===== src/rtl/gchan_pkg.sv =====
package gchan_pkg;

    localparam int G_BITS = 6;

    typedef logic [G_BITS-1:0] gres_t;

    // one operand travelling down the channel: extended residue and own residue
    typedef struct packed {
        gres_t rk;
        gres_t res;
    } glane_t;

    function automatic gres_t g_mul(input gres_t a, input gres_t b);
        logic [2*G_BITS-1:0] p;
        p = a * b;
        return p[G_BITS-1:0];
    endfunction

    function automatic gres_t g_add(input gres_t a, input gres_t b);
        return a + b;
    endfunction

    // inverse of an odd value modulo 64, found by search at elaboration
    function automatic gres_t g_inv(input gres_t a);
        gres_t r;
        r = '0;
        for (int c = 1; c < (1 << G_BITS); c += 2) begin
            if (g_mul(a, gres_t'(c)) == gres_t'(1)) r = gres_t'(c);
        end
        return r;
    endfunction

endpackage


===== src/rtl/gchan_ext_lane.sv =====
module gchan_ext_lane
    import gchan_pkg::*;
#(
    parameter int             W      = 16,
    parameter int             NA     = 3,
    parameter logic [NA*6-1:0] COF_G = '0,
    parameter gres_t          MA_G   = '0,
    parameter gres_t          SIGMA0 = '0
) (
    input  logic            clk,
    input  logic            rst,
    input  logic [NA*W-1:0] xi,
    input  gres_t           res_i,
    output glane_t          lane_o
);
    localparam int QW  = $clog2(NA + 1);
    localparam int MSW = G_BITS + QW;

    // stage 1: per-modulus product modulo 64 and top-six-bit truncation
    gres_t prod_q [NA];
    gres_t top_q  [NA];
    gres_t res1_q;

    for (genvar i = 0; i < NA; i++) begin : g_term
        always_ff @(posedge clk) begin
            if (rst) begin
                prod_q[i] <= '0;
                top_q[i]  <= '0;
            end else begin
                prod_q[i] <= gres_t'(xi[i*W +: W] * {{(W-G_BITS){1'b0}}, COF_G[i*G_BITS +: G_BITS]});
                top_q[i]  <= xi[i*W + W - 1 -: G_BITS];
            end
        end
    end

    always_ff @(posedge clk) begin
        if (rst) res1_q <= '0;
        else     res1_q <= res_i;
    end

    // stage 2: accumulate products and the quotient estimate
    gres_t          psum;
    logic [MSW-1:0] msum;
    gres_t          psum_q;
    logic [QW-1:0]  qhat_q;
    gres_t          res2_q;

    always_comb begin
        psum = '0;
        msum = MSW'(SIGMA0);
        for (int i = 0; i < NA; i++) begin
            psum = g_add(psum, prod_q[i]);
            msum = msum + MSW'(top_q[i]);
        end
    end

    always_ff @(posedge clk) begin
        if (rst) begin
            psum_q <= '0;
            qhat_q <= '0;
            res2_q <= '0;
        end else begin
            psum_q <= psum;
            qhat_q <= QW'(msum >> G_BITS);
            res2_q <= res1_q;
        end
    end

    // stage 3: remove the estimated multiple of M_a
    always_ff @(posedge clk) begin
        if (rst) lane_o <= '0;
        else     lane_o <= '{rk: psum_q - g_mul(gres_t'(qhat_q), MA_G), res: res2_q};
    end

endmodule


===== src/rtl/gchan_quot_lane.sv =====
module gchan_quot_lane
    import gchan_pkg::*;
#(
    parameter gres_t MA_INV_G = '0
) (
    input  logic   clk,
    input  logic   rst,
    input  glane_t lane_i,
    output gres_t  quot_o,
    output glane_t lane_o
);
    gres_t  diff_q;
    glane_t lane4_q;

    // stage 4: own residue minus extended residue
    always_ff @(posedge clk) begin
        if (rst) begin
            diff_q  <= '0;
            lane4_q <= '0;
        end else begin
            diff_q  <= lane_i.res - lane_i.rk;
            lane4_q <= lane_i;
        end
    end

    // stage 5: exact division by M_a modulo 64
    always_ff @(posedge clk) begin
        if (rst) begin
            quot_o <= '0;
            lane_o <= '0;
        end else begin
            quot_o <= g_mul(diff_q, MA_INV_G);
            lane_o <= lane4_q;
        end
    end

endmodule


===== src/rtl/gchan_compress.sv =====
module gchan_compress
    import gchan_pkg::*;
#(
    parameter int              W       = 16,
    parameter int              NA      = 3,
    parameter logic [NA*W-1:0] MODULI  = {16'd65497, 16'd65519, 16'd65521},
    parameter gres_t           SIGMA0  = '0
) (
    input  logic            clk,
    input  logic            rst,
    input  logic            in_valid,
    input  logic [NA*W-1:0] k_xi,
    input  logic [5:0]      k_g,
    input  logic [NA*W-1:0] r_xi,
    input  logic [5:0]      r_g,
    output logic            out_valid,
    output logic [W-1:0]    k_quot,
    output logic [W-1:0]    r_quot,
    output logic [5:0]      kc_g,
    output logic [5:0]      rc_g
);
    localparam int DEPTH = 6;

    function automatic gres_t ma_mod_g();
        gres_t acc;
        acc = gres_t'(1);
        for (int i = 0; i < NA; i++) acc = g_mul(acc, MODULI[i*W +: G_BITS]);
        return acc;
    endfunction

    function automatic logic [NA*6-1:0] cof_mod_g();
        logic [NA*6-1:0] v;
        gres_t acc;
        for (int i = 0; i < NA; i++) begin
            acc = gres_t'(1);
            for (int j = 0; j < NA; j++)
                if (j != i) acc = g_mul(acc, MODULI[j*W +: G_BITS]);
            v[i*G_BITS +: G_BITS] = acc;
        end
        return v;
    endfunction

    localparam gres_t           MA_G     = ma_mod_g();
    localparam logic [NA*6-1:0] COF_G    = cof_mod_g();
    localparam gres_t           MA_INV_G = g_inv(MA_G);

    logic [NA*W-1:0] xi_in  [2];
    gres_t           res_in [2];
    glane_t          ext_l  [2];
    glane_t          q_l    [2];
    gres_t           quot   [2];

    assign xi_in[0]  = k_xi;
    assign xi_in[1]  = r_xi;
    assign res_in[0] = k_g;
    assign res_in[1] = r_g;

    for (genvar op = 0; op < 2; op++) begin : g_op
        gchan_ext_lane #(
            .W(W), .NA(NA), .COF_G(COF_G), .MA_G(MA_G), .SIGMA0(SIGMA0)
        ) ext_i (
            .clk(clk), .rst(rst), .xi(xi_in[op]), .res_i(res_in[op]), .lane_o(ext_l[op])
        );
        gchan_quot_lane #(.MA_INV_G(MA_INV_G)) quot_i (
            .clk(clk), .rst(rst), .lane_i(ext_l[op]), .quot_o(quot[op]), .lane_o(q_l[op])
        );
    end

    // stage 6: output register and compressed-pair lane
    logic [DEPTH-1:0] vld_q;
    gres_t            kk_q, kr_q, kc_q, rc_q;
    glane_t           k6_q, r6_q;

    always_ff @(posedge clk) begin
        if (rst) begin
            vld_q <= '0;
            kk_q  <= '0;
            kr_q  <= '0;
            kc_q  <= '0;
            rc_q  <= '0;
            k6_q  <= '0;
            r6_q  <= '0;
        end else begin
            vld_q <= {vld_q[DEPTH-2:0], in_valid};
            kk_q  <= quot[0];
            kr_q  <= quot[1];
            kc_q  <= g_add(quot[1], q_l[0].rk);
            rc_q  <= g_add(q_l[1].rk, g_add(quot[0], quot[0]));
            k6_q  <= q_l[0];
            r6_q  <= q_l[1];
        end
    end

    assign out_valid = vld_q[DEPTH-1];
    assign k_quot    = {{(W-G_BITS){1'b0}}, kk_q};
    assign r_quot    = {{(W-G_BITS){1'b0}}, kr_q};
    assign kc_g      = kc_q;
    assign rc_g      = rc_q;

    // edges seen since reset, saturating, for the latency check
    logic [2:0] age_q;
    always_ff @(posedge clk) begin
        if (rst)               age_q <= '0;
        else if (age_q != 3'd7) age_q <= age_q + 3'd1;
    end

    AST_RESET_CLEAR: assert property (@(posedge clk)
        rst |=> (!out_valid && k_quot == '0 && r_quot == '0 && kc_g == '0 && rc_g == '0));

    AST_FIXED_LATENCY: assert property (@(posedge clk) disable iff (rst)
        (age_q >= 3'd6) |-> (out_valid == $past(in_valid, 6)));

    AST_K_DIGIT_CONSISTENT: assert property (@(posedge clk) disable iff (rst)
        out_valid |-> (g_add(g_mul(k_quot[5:0], MA_G), k6_q.rk) == k6_q.res));

    AST_R_DIGIT_CONSISTENT: assert property (@(posedge clk) disable iff (rst)
        out_valid |-> (g_add(g_mul(r_quot[5:0], MA_G), r6_q.rk) == r6_q.res));

    AST_PAD_ZERO: assert property (@(posedge clk) disable iff (rst)
        out_valid |-> (k_quot >> G_BITS) == '0 && (r_quot >> G_BITS) == '0);

endmodule


===== config.mk =====
export PLATFORM = sky130hd
export DESIGN_NAME = gchan_compress
export DESIGN_NICKNAME = d
export VERILOG_FILES = /design/src/rtl/gchan_pkg.sv /design/src/rtl/gchan_ext_lane.sv /design/src/rtl/gchan_quot_lane.sv /design/src/rtl/gchan_compress.sv
export SDC_FILE = /design/constraint.sdc
export NUM_CORES = 1
export LEC_CHECK = 0
export BUFFER_PORTS_ARGS = -buffer_cell sky130_fd_sc_hd__buf_2
export CORE_MARGIN = 2
export CORE_UTILIZATION = 30
export DETAILED_ROUTE_END_ITERATION = 8
export GPL_ROUTABILITY_DRIVEN = 0
export PLACE_DENSITY = 0.56
export SLEW_MARGIN = 20
export SYNTH_ARGS = -nofsm -noshare
export SYNTH_HDL_FRONTEND = slang
export SYNTH_SLANG_ARGS = --single-unit

===== constraint.sdc =====
create_clock -name clk -period 6.1 [get_ports clk]
set_input_delay 0.61 -clock clk [delete_from_list [all_inputs] [get_ports clk]]
set_output_delay 0.61 -clock clk [all_outputs]
set_load 0.05 [all_outputs]

==> metrics.csv, run 1 <==
metric,value,unit
Worst-path clk slew,0.06,ns
n_diodes,0,
RSZ-0062 raised after global routing,no,
die span in x,186.7,um
Max-cap violations,0,
Tmin final,2.691,ns
Critical Path RT,6.46,ns
setup TNS,0,ns
Die Y,186.7,um
CTS sink cnt,214,
area grow syn2layout,18.76,%
Clock power frac,0.357,
r2r startpoint,g_op[0].ext_i.top_q[1][1]$_SDFF_PP0_,
"Seq/Total Area, Yosys",0.4279,
Worst Tran Pin Value,0.9322,ns
VDD IR max,0.1765,mV
"most common cell after layout, fill and taps aside",dfxtp_1,
Reg power frac,0.366,
syn avg cell area,10.46,um^2
net load switching power,1384,uW
DR WL/cell,10.26,um
"Power, Total",4657,uW
cells after synthesis,957,
"Setup violations, final",0,
Ports,156,
Initial Util,0.3061,
crit path capture type,flip-flop,
clock latency on the worst-skew pair,0.52,ns
Hold Fails Final Rpt,0,
YS warnings,0,
Longest Clk Path Bufs,3,
DR pass1 iterations,4,
worst setup margin,3.409,ns
synthesized area,0.01001,mm^2
CP Max Fanout,3,
row cnt,66,
filler instances,3372,
ys flop type,dfxtp_1,
number of nets in the layout,1341,
CTS tree,yes,
grt total ovfl,0,
Crit. Startpoint,k_xi[34],
Clock Skew,0.01297,ns
layout cells sized above 1,0.1468,
H-tree Lvls,1,
leakage power,0.005458,uW
"Hold-fix buffers, CTS",0,
antenna-violating nets left,0,
full die area,0.03485,mm^2
Core ar.,0.03270,mm^2
Hold Slack,0.3016,ns
Sw Ratio,0.2972,
fmax,0.3717,GHz
status,finished clean,
Starting DRT DRC Count,116,
via count,6019,
#FFs+latches synth,214,
fin cells,1532,
Post-synth EDFFs,0,
TritonCTS Buffers,25,
Max-slew headroom,0.3785,
Hold Crit Class,input port to flip-flop,
min-delay src,k_g[1],
DP Cell Count,1486,
Slew Limit Fails,0,
startpoint types,input port,
Total Routed Length,15720,um
post_cts resized,0,
P per Cell Area,391.7,mW/mm^2
Worst Path Arrival,3.06,ns
GRT Overall Usage,0.09244,
Post-CTS Setup Bufs,0,
DR vias/cell,3.929,
Port Buffers,111,
pre-CTS setup slack,2.879,ns
most frequent cells in the layout,"dfxtp_1, nor2b_1, ha_1",
synth unique cells,33,
first-pass GRT wire length,27320,um
fraction of registers with async set or reset after synthesis,0,
hpwl dp,11560,um
vias in the first global route,6022,
internal power,3273,uW
Comb power frac,0.278,
period utilization,0.4411,
largest net degree at the start of global routing,130,
CTS root buf,clkbuf_16,
initial antenna violation count,0,
drc violations,0,
Crit Path Class,input port to flip-flop,
per-stage QoR:
| step | util | cell area, um^2 |
|---|---|---|
| after floorplan | - | 10080 |
| after global placement | 0.3351 | 10960 |
| after detailed placement | 0.3351 | 10960 |
| after CTS | 0.3636 | 11890 |
| after global routing | 0.3636 | 11890 |
| final | 0.3636 | 11890 |
cells in the mapped netlist, drive strengths merged, types with 16 or more instances:
| cell | count | area share |
|---|---|---|
| a21o | 20 | 0.015 |
| a21oi | 36 | 0.019 |
| buf | 29 | 0.019 |
| clkbuf | 16 | 0.0060 |
| dfxtp | 214 | 0.43 |
| fa | 44 | 0.088 |
| ha | 115 | 0.14 |
| inv | 110 | 0.041 |
| nor2 | 64 | 0.024 |
| nor2b | 145 | 0.091 |
| xnor2 | 70 | 0.062 |
| xor2 | 26 | 0.023 |
worst max-delay path: stages:
cell and delay, ns:
buf_2 0.13, fa_1 0.48, ha_1 0.29, inv_1 0.05, fa_1 0.50, fa_1 0.45
xor2_1 0.18, xnor2_1 0.18, xnor2_1 0.14, nor2_1 0.05
power groups by stage:
stage	combinational, uW	sequential (uW)	clock, uW
floorplan	995	1810	0
finish	1290	1700	1660
global route	1500	1730	1770
detailed placement	1310	1740	0
CTS	1320	1710	1720
global placement	1290	1740	0
layer usage:
metal,up-vias,part of all wire,GRT usage
met3,30,0.045,0.01918
met4,0,0.031,0.03510
li1,3209,-,-
met2,106,0.45,0.1518
met5,-,0,0
met1,2674,0.47,0.1193
cell type report:
cell class | instances | area, um^2 | share of cell area
Tap cell | 442 | 553.0 | 0.04652
Timing Repair Buffer | 113 | 576.8 | 0.04852
Inverter | 110 | 412.9 | 0.03473
Sequential cell | 214 | 4284 | 0.3603
Clock inverter | 16 | 276.5 | 0.02326
Multi-Input combinational cell | 607 | 5131 | 0.4316
Clock buffer | 30 | 654.4 | 0.05504
state kept, by name, indices dropped and copies added (netlist names):
register,count
g_op.ext_i.psum_q,12
rc_g,6
kk_q,6
kr_q,6
kc_g,6
g_op.quot_i.lane4_q,12
vld_q,6
g_op.ext_i.qhat_q,4
g_op.ext_i.res2_q,12
g_op.quot_i.quot_o,12
g_op.ext_i.top_q,36
g_op.quot_i.lane_o,12
g_op.ext_i.res1_q,12
g_op.ext_i.lane_o,24
g_op.ext_i.prod_q,36
g_op.quot_i.diff_q,12
final timing paths:
kind | end | cells past startpoint | slack [ns]
hold reg to reg | g_op[1].ext_i.lane_o[0]$_SDFF_PP0_ | 1 | 0.43
hold / removal | g_op[0].ext_i.res1_q[1]$_SDFF_PP0_ | 2 | 0.30
setup / recovery | g_op[0].ext_i.prod_q[2][5]$_SDFF_PP0_ | 10 | 3.41
setup reg to reg | g_op[0].ext_i.qhat_q[0]$_SDFF_PP0_ | 12 | 3.50
cell families (layout without fill, tap and decap cells):
| group | Yosys count | count (layout) | synth area share |
|---|---|---|---|
| simple gates | 248 | 248 | 0.1344 |
| flops | 214 | 214 | 0.4279 |
| fa+ha+maj | 159 | 159 | 0.2317 |
| buf+inv | 155 | 269 | 0.06662 |
| xor+xnor | 96 | 96 | 0.08474 |
| compound gates | 84 | 84 | 0.05424 |
| other cells | 1 | 20 | 0.0003746 |
Note: power is estimated with default switching activity, not from simulation.
==> inputs of run 2 (changes only) <==
ABC_AREA = 1   (was not set)
PLACE_DENSITY = 0.57   (was 0.56)
clock period = 2.4 ns   (was 6.1 ns; I/O delays follow)
==> metrics.csv, run 2 <==
metric,value,unit,change
status,finished clean,,
Post-Synth Adder-Cell Area,0.2202,,-0.01150
r2r startpoint,g_op[0].quot_i.diff_q[0]$_SDFF_PP0_,,
fraction of registers with async set or reset after synthesis,0,,unchanged
Post-CTS Setup Bufs,0,,unchanged
"most common cell after layout, fill and taps aside",inv_1,,
Reg power frac,0.368,,+0.002
fmax,0.4266,GHz,
Hold Fails Final Rpt,0,,unchanged
Initial Util,0.3049,,-0.001182
die span in x,191.4,um,+2.5%
Post-Synth Simple-Gate Area,0.1642,,+0.02979
grt total ovfl,0,,unchanged
Slew Limit Fails,0,,unchanged
CTS sink cnt,214,,unchanged
leakage power,0.006774,uW,+24%
largest family of logic cells by synthesized area,adder cells,,
Port Buffers,111,,unchanged
crit path capture type,flip-flop,,
synthesized area,0.01053,mm^2,+5.2%
VDD IR max,0.5393,mV,+210%
P per Cell Area,888.4,mW/mm^2,+130%
Tmin final,2.344,ns,
vias in the first global route,7693,,+28%
net load switching power,3774,uW,+170%
Comb power frac,0.300,,+0.022
hpwl dp,14840,um,+28%
initial antenna violation count,0,,unchanged
period utilization,0.9768,,
Clock power frac,0.332,,-0.025
min-delay src,k_xi[21],,
CTS root buf,clkbuf_16,,
Post-synth EDFFs,0,,unchanged
H-tree Lvls,1,,unchanged
Clock Skew,0.009360,ns,-0.003606 ns
largest net degree at the start of global routing,77,,-41%
Critical Path RT,2.85,ns,-3.61 ns
via count,7827,,+30%
Longest Clk Path Bufs,3,,unchanged
DR vias/cell,4.032,,+2.6%
Max-cap violations,0,,unchanged
top cell type's share of synthesized area,0.4067,,-0.02125
drc violations,0,,unchanged
cells after synthesis,1270,,+33%
"area leader, netlist",dfxtp_1,,
Hold Slack,0.07264,ns,-0.2289 ns
number of nets in the layout,1738,,+30%
GRT Overall Usage,0.1080,,+0.01554
Starting DRT DRC Count,169,,+46%
Hold Path Cell Cnt,4,,+2
YS warnings,0,,unchanged
first-pass GRT wire length,33070,um,+21%
DR pass1 iterations,4,,unchanged
layout cells sized above 1,0.1454,,-0.001432
"Setup violations, final",0,,unchanged
most frequent cells in the layout,"inv_1, nor2_1, dfxtp_1",,
DR WL/cell,10.02,um,-2.3%
Synth Area in Compound Gates,0.05179,,-0.002456
startpoint types,flip-flop,,
Hold Crit Class,input port to flip-flop,,
Worst Path Arrival,2.79,ns,-0.27 ns
Core ar.,0.03454,mm^2,+5.6%
Sw Ratio,0.3221,,+0.02492
R2R setup slack,0.06,ns,-3.44 ns
Die Y,191.4,um,+2.5%
synth unique cells,34,,+3.0%
r2r endpoint,g_op[0].quot_i.quot_o[5]$_SDFF_PP0_,,
Synth Area in XOR/XNOR,0.02732,,-0.05742
area grow syn2layout,25.19,%,
multiplexer share of the synthesized area,0,,unchanged
row cnt,68,,+3.0%
#FFs+latches synth,214,,unchanged
TritonCTS Buffers,25,,unchanged
hold worst-path end,g_op[0].ext_i.prod_q[1][5]$_SDFF_PP0_,,
setup TNS,0,ns,unchanged
Total Routed Length,19460,um,+24%
most common cell in the synthesized netlist,inv_1,,
biggest regs,"g_op.ext_i.prod_q: 36 flops, g_op.ext_i.top_q: 36 flops, g_op.ext_i.lane_o: 24 flops",,
Finished Cell Area,0.01319,mm^2,+11%
n_diodes,0,,unchanged
syn avg cell area,8.294,um^2,-21%
"top cells by area, synth","dfxtp_1, ha_1, inv_1",,
dpl cell area,0.01170,mm^2,+6.8%
filler instances,3608,,+7.0%
Reg2Reg Depth,14,,+2
Crit Path Class,flip-flop to flip-flop,,
Ports,156,,unchanged
CP Max Fanout,3,,unchanged
clock latency on the worst-skew pair,0.51,ns,about the same
antenna-violating nets left,0,,unchanged
internal power,7942,uW,+140%
Worst-path clk slew,0.06,ns,about the same
full die area,0.03663,mm^2,+5.1%
CTS tree,yes,,
ys flop type,dfxtp_1,,
"Seq/Total Area, Yosys",0.4067,,-0.02125
Commonest cells post-synth,"inv_1, dfxtp_1, nor2_1",,
## run 2: cell type report
type                            count  area (um^2)  share of cell area
Clock inverter                     14        188.9             0.01433
Tap cell                          455        569.3             0.04317
Sequential cell                   214         4288              0.3251
Timing Repair Buffer              195         1343              0.1018
Multi-Input combinational cell    740         5035              0.3818
Inverter                          292         1096             0.08311
Clock buffer                       31        668.1             0.05066
## run 2: how the worst max path moves through the flow
stage,from,to,cells after the start
floorplan,r_xi[34],g_op[1].ext_i.prod_q[2][5]$_SDFF_PP0_,9
global placement,r_xi[34],g_op[1].ext_i.prod_q[2][5]$_SDFF_PP0_,10
detailed placement,r_xi[34],g_op[1].ext_i.prod_q[2][5]$_SDFF_PP0_,10
CTS,g_op[0].quot_i.diff_q[0]$_SDFF_PP0_,g_op[0].quot_i.quot_o[5]$_SDFF_PP0_,13
global route,g_op[0].quot_i.diff_q[0]$_SDFF_PP0_,g_op[0].quot_i.quot_o[5]$_SDFF_PP0_,14
finish,g_op[0].quot_i.diff_q[0]$_SDFF_PP0_,g_op[0].quot_i.quot_o[5]$_SDFF_PP0_,14
## run 2: cell families (layout without fill, tap and decap cells)
logic type / count (synthesis) / in the layout
compound gates: 100 / 100
xor+xnor: 32 / 32
fa+ha+maj: 159 / 159
buf+inv: 335 / 532
flops: 214 / 214
other cells: 1 / 20
simple gates: 429 / 429
## run 2: per-layer routing
| metal | routed length (um) | share of wire | up-vias | track usage |
|---|---|---|---|---|
| li1 | - | - | 4185 | - |
| met1 | 8720 | 0.45 | 3472 | 0.1278 |
| met2 | 9348 | 0.48 | 134 | 0.1959 |
| met3 | 901 | 0.046 | 36 | 0.01818 |
| met4 | 487 | 0.025 | 0 | 0.03698 |
| met5 | 0 | 0 | - | 0 |
## run 2: power by group through the flow
stage	clock network (uW)	logic [uW]	registers, uW
2_1_floorplan	0	2340	4580
3_3_place_gp	0	3250	4390
3_5_place_dp	0	3350	4400
4_1_cts	4030	3490	4320
5_1_grt	4180	4060	4370
6_report	3890	3520	4310
## run 2: timing repair
| action | in CTS | in global routing |
|---|---|---|
| gates resized for setup | 2 | 17 |
| pin swaps | 0 | 9 |
| endpoints found under the setup margin | 2 | 4 |
| endpoints found under the hold margin | 55 | 0 |
| hold buffers | 55 | 0 |
## run 2: through the flow
step	util	instances	worst slack, ns	power [uW]
5_1_grt	0.3818	1941	-0.02566	12610
6_report	0.3818	1941	0.05578	11720
4_1_cts	0.3803	1941	0.01794	11840
3_3_place_gp	0.3388	1841	-0.2102	7643
2_1_floorplan	-	1289	0.007154	6918
3_5_place_dp	0.3388	1841	-0.2642	7746
## run 2: critical path: stages, from the launching register on
cell	delay, ns
dfxtp_2	0.32
ha_1	0.28
ha_1	0.27
inv_1	0.05
fa_1	0.49
inv_2	0.05
ha_4	0.27
nand3_2	0.10
nand3_2	0.08
nand2_1	0.05
nand2_1	0.05
inv_1	0.05
nand3_1	0.07
nand2_1	0.05
nor2_1	0.11
==> inputs of run 3 (changes only) <==
==> constraint.sdc (replaced) <==
create_clock -name clk -period 2 [get_ports clk]
set_input_delay 0.4 -clock clk [delete_from_list [all_inputs] [get_ports clk]]
set_output_delay 0.4 -clock clk [all_outputs]
set_load 0.05 [all_outputs]
==> metrics.csv, run 3 (synthesis results as in run 2) <==
metric,value,unit,change
Tmin final,2.260,ns,-0.08378 ns
Clock Skew,0.008492,ns,-0.0008678 ns
initial antenna violation count,0,,unchanged
Reg power frac,0.358,,-0.010
violations in the final reports,negative setup slack,,
VDD IR max,0.5940,mV,+10%
Initial Util,0.3049,,unchanged
Worst-path clk slew,0.06,ns,about the same
H-tree Lvls,1,,unchanged
WP buf/inv,3,,unchanged
worst setup margin,-0.2604,ns,-0.3162 ns
worst path cell trace,"ha_4, ha_4, inv_2, fa_1, inv_2, ha_4, nand2_2, nand3_2, nand2_1, nand2_2, inv_2, a21oi_1, nor2_1",,
antenna-violating nets left,0,,unchanged
startpoint types,flip-flop,,
hpwl dp,14560,um,-1.9%
RSZ-0062 raised after global routing,yes,,
most frequent cells in the layout,"inv_1, nor2_1, dfxtp_1",,
Global Route met3 Usage,0.01762,,-0.0005508
grt total ovfl,0,,unchanged
Slew Limit Fails,0,,unchanged
DR vias/cell,4.065,,+0.81%
Crit-path slowest cell,fa_1,,
n_diodes,0,,unchanged
clock latency on the worst-skew pair,0.52,ns,about the same
P per Cell Area,1083,mW/mm^2,+22%
die span in x,191.4,um,unchanged
area grow syn2layout,27.14,%,
net load switching power,4710,uW,+25%
CTS tree,yes,,
Worst path top cell family by delay,adder cells,,
Crit Path Class,flip-flop to flip-flop,,
max incr delay on CP,0.48,ns,about the same
Hold Slack,0.08000,ns,+0.007366 ns
Core ar.,0.03454,mm^2,unchanged
Port Buffers,111,,unchanged
Longest Clk Path Bufs,3,,unchanged
CP Max Fanout,3,,unchanged
Comb power frac,0.335,,+0.035
fmax,0.4424,GHz,+3.7%
CTS sink cnt,214,,unchanged
DR pass1 iterations,4,,unchanged
layout cells sized above 1,0.2270,,+0.08164
"Setup violations, final",11,,+11
Max-cap violations,0,,unchanged
leakage power,0.006760,uW,-0.20%
Ports,156,,unchanged
via count,7813,,-0.18%
vias in the first global route,7528,,-2.1%
crit path capture type,flip-flop,,
Sw Ratio,0.3248,,+0.002712
Total Routed Length,19550,um,+0.46%
"most common cell after layout, fill and taps aside",inv_1,,
CTS root buf,clkbuf_16,,
GRT Overall Usage,0.1076,,-0.0003873
status,"complete, but fails checks",,
Critical Path RT,2.41,ns,-0.44 ns
biggest regs,"g_op.ext_i.prod_q: 36 flops, g_op.ext_i.top_q: 36 flops, g_op.ext_i.lane_o: 24 flops",,
period utilization,1.130,,+0.1535
full die area,0.03663,mm^2,unchanged
Max-slew headroom,0.5758,,
"Core Util, Final",0.3877,,+0.005941
Hold Crit Class,input port to flip-flop,,
drc violations,0,,unchanged
number of nets in the layout,1721,,-0.98%
layer with the highest usage,met2,,
largest net degree at the start of global routing,145,,+88%
TritonCTS Buffers,24,,-4.0%
Hold Fails Final Rpt,0,,unchanged
Starting DRT DRC Count,163,,-3.6%
Worst Path Arrival,2.67,ns,-0.12 ns
Die Y,191.4,um,unchanged
Worst Tran Pin Value,0.6363,ns,
first-pass GRT wire length,33040,um,about the same
setup TNS,-1.475,ns,-1.475 ns
global-route met2 utilization,0.1920,,-0.003888
met1 usage,0.1322,,+0.004341
internal power,9790,uW,+23%
Clock power frac,0.306,,-0.026
row cnt,68,,unchanged
DR WL/cell,10.17,um,+1.5%
run 3: power by group through the flow:
stage          clock network [uW]  logic, uW  registers, uW
3_3_place_gp                    0       4250           5270
5_1_grt                      4760       5580           5260
4_1_cts                      4610       4660           5200
2_1_floorplan                   0       2990           5500
6_report                     4440       4860           5190
3_5_place_dp                    0       4330           5280
run 3: final timing paths:
path	from	end	slack [ns]	cells past startpoint
setup / recovery	g_op[0].quot_i.diff_q[2]$_SDFF_PP0_	g_op[0].quot_i.quot_o[5]$_SDFF_PP0_	-0.26	13
hold reg to reg	g_op[0].quot_i.lane4_q[8]$_SDFF_PP0_	g_op[0].quot_i.lane_o[8]$_SDFF_PP0_	0.40	2
setup reg to reg	g_op[0].quot_i.diff_q[2]$_SDFF_PP0_	g_op[0].quot_i.quot_o[5]$_SDFF_PP0_	-0.26	13
hold / removal	r_xi[26]	g_op[1].ext_i.top_q[1][0]$_SDFF_PP0_	0.08	3
run 3: cell type report:
cell class / count / area [um^2]
fillers: 3603 / 21150
multi-input cells: 740 / 5441
flip-flops and latches: 214 / 4302
repair buffers: 179 / 1165
inverters: 292 / 1096
clock buffers: 34 / 719.4
well taps: 455 / 569.3
clock inverters: 8 / 100.1
run 3: repair_timing:
action,in CTS,in global routing
hold buffers,0,0
gates resized for setup,52,46
pin swaps,38,38
setup endpoints to repair,14,20
buffers inserted,4,5
gates cloned,0,0
run 3: worst register-to-register path, stage by stage, from the launching register on:
cell     delay, ns
dfxtp_4       0.36
ha_4          0.24
ha_4          0.26
inv_2         0.03
fa_1          0.48
inv_2         0.05
ha_4          0.28
nand2_2       0.07
nand3_2       0.07
nand2_1       0.06
nand2_2       0.07
inv_2         0.04
a21oi_1       0.11
nor2_1        0.05
run 3: per-stage QoR:
step                cells  worst slack, ns  power, uW  cell area, um^2
finish               1922          -0.2604      14500            13390
global placement     1872          -0.6759       9516            12110
floorplan            1289          -0.4842       8491            10770
CTS                  1918          -0.2812      14470            13170
detailed placement   1872          -0.7296       9607            12110
global route         1922          -0.3850      15600            13390
run 3: metal layers:
metal,part of all wire,vias up,wire [um]
li1,-,4142,-
met2,0.48,107,9412
met1,0.46,3536,8938
met5,0,-,0
met3,0.035,28,684
met4,0.026,0,510
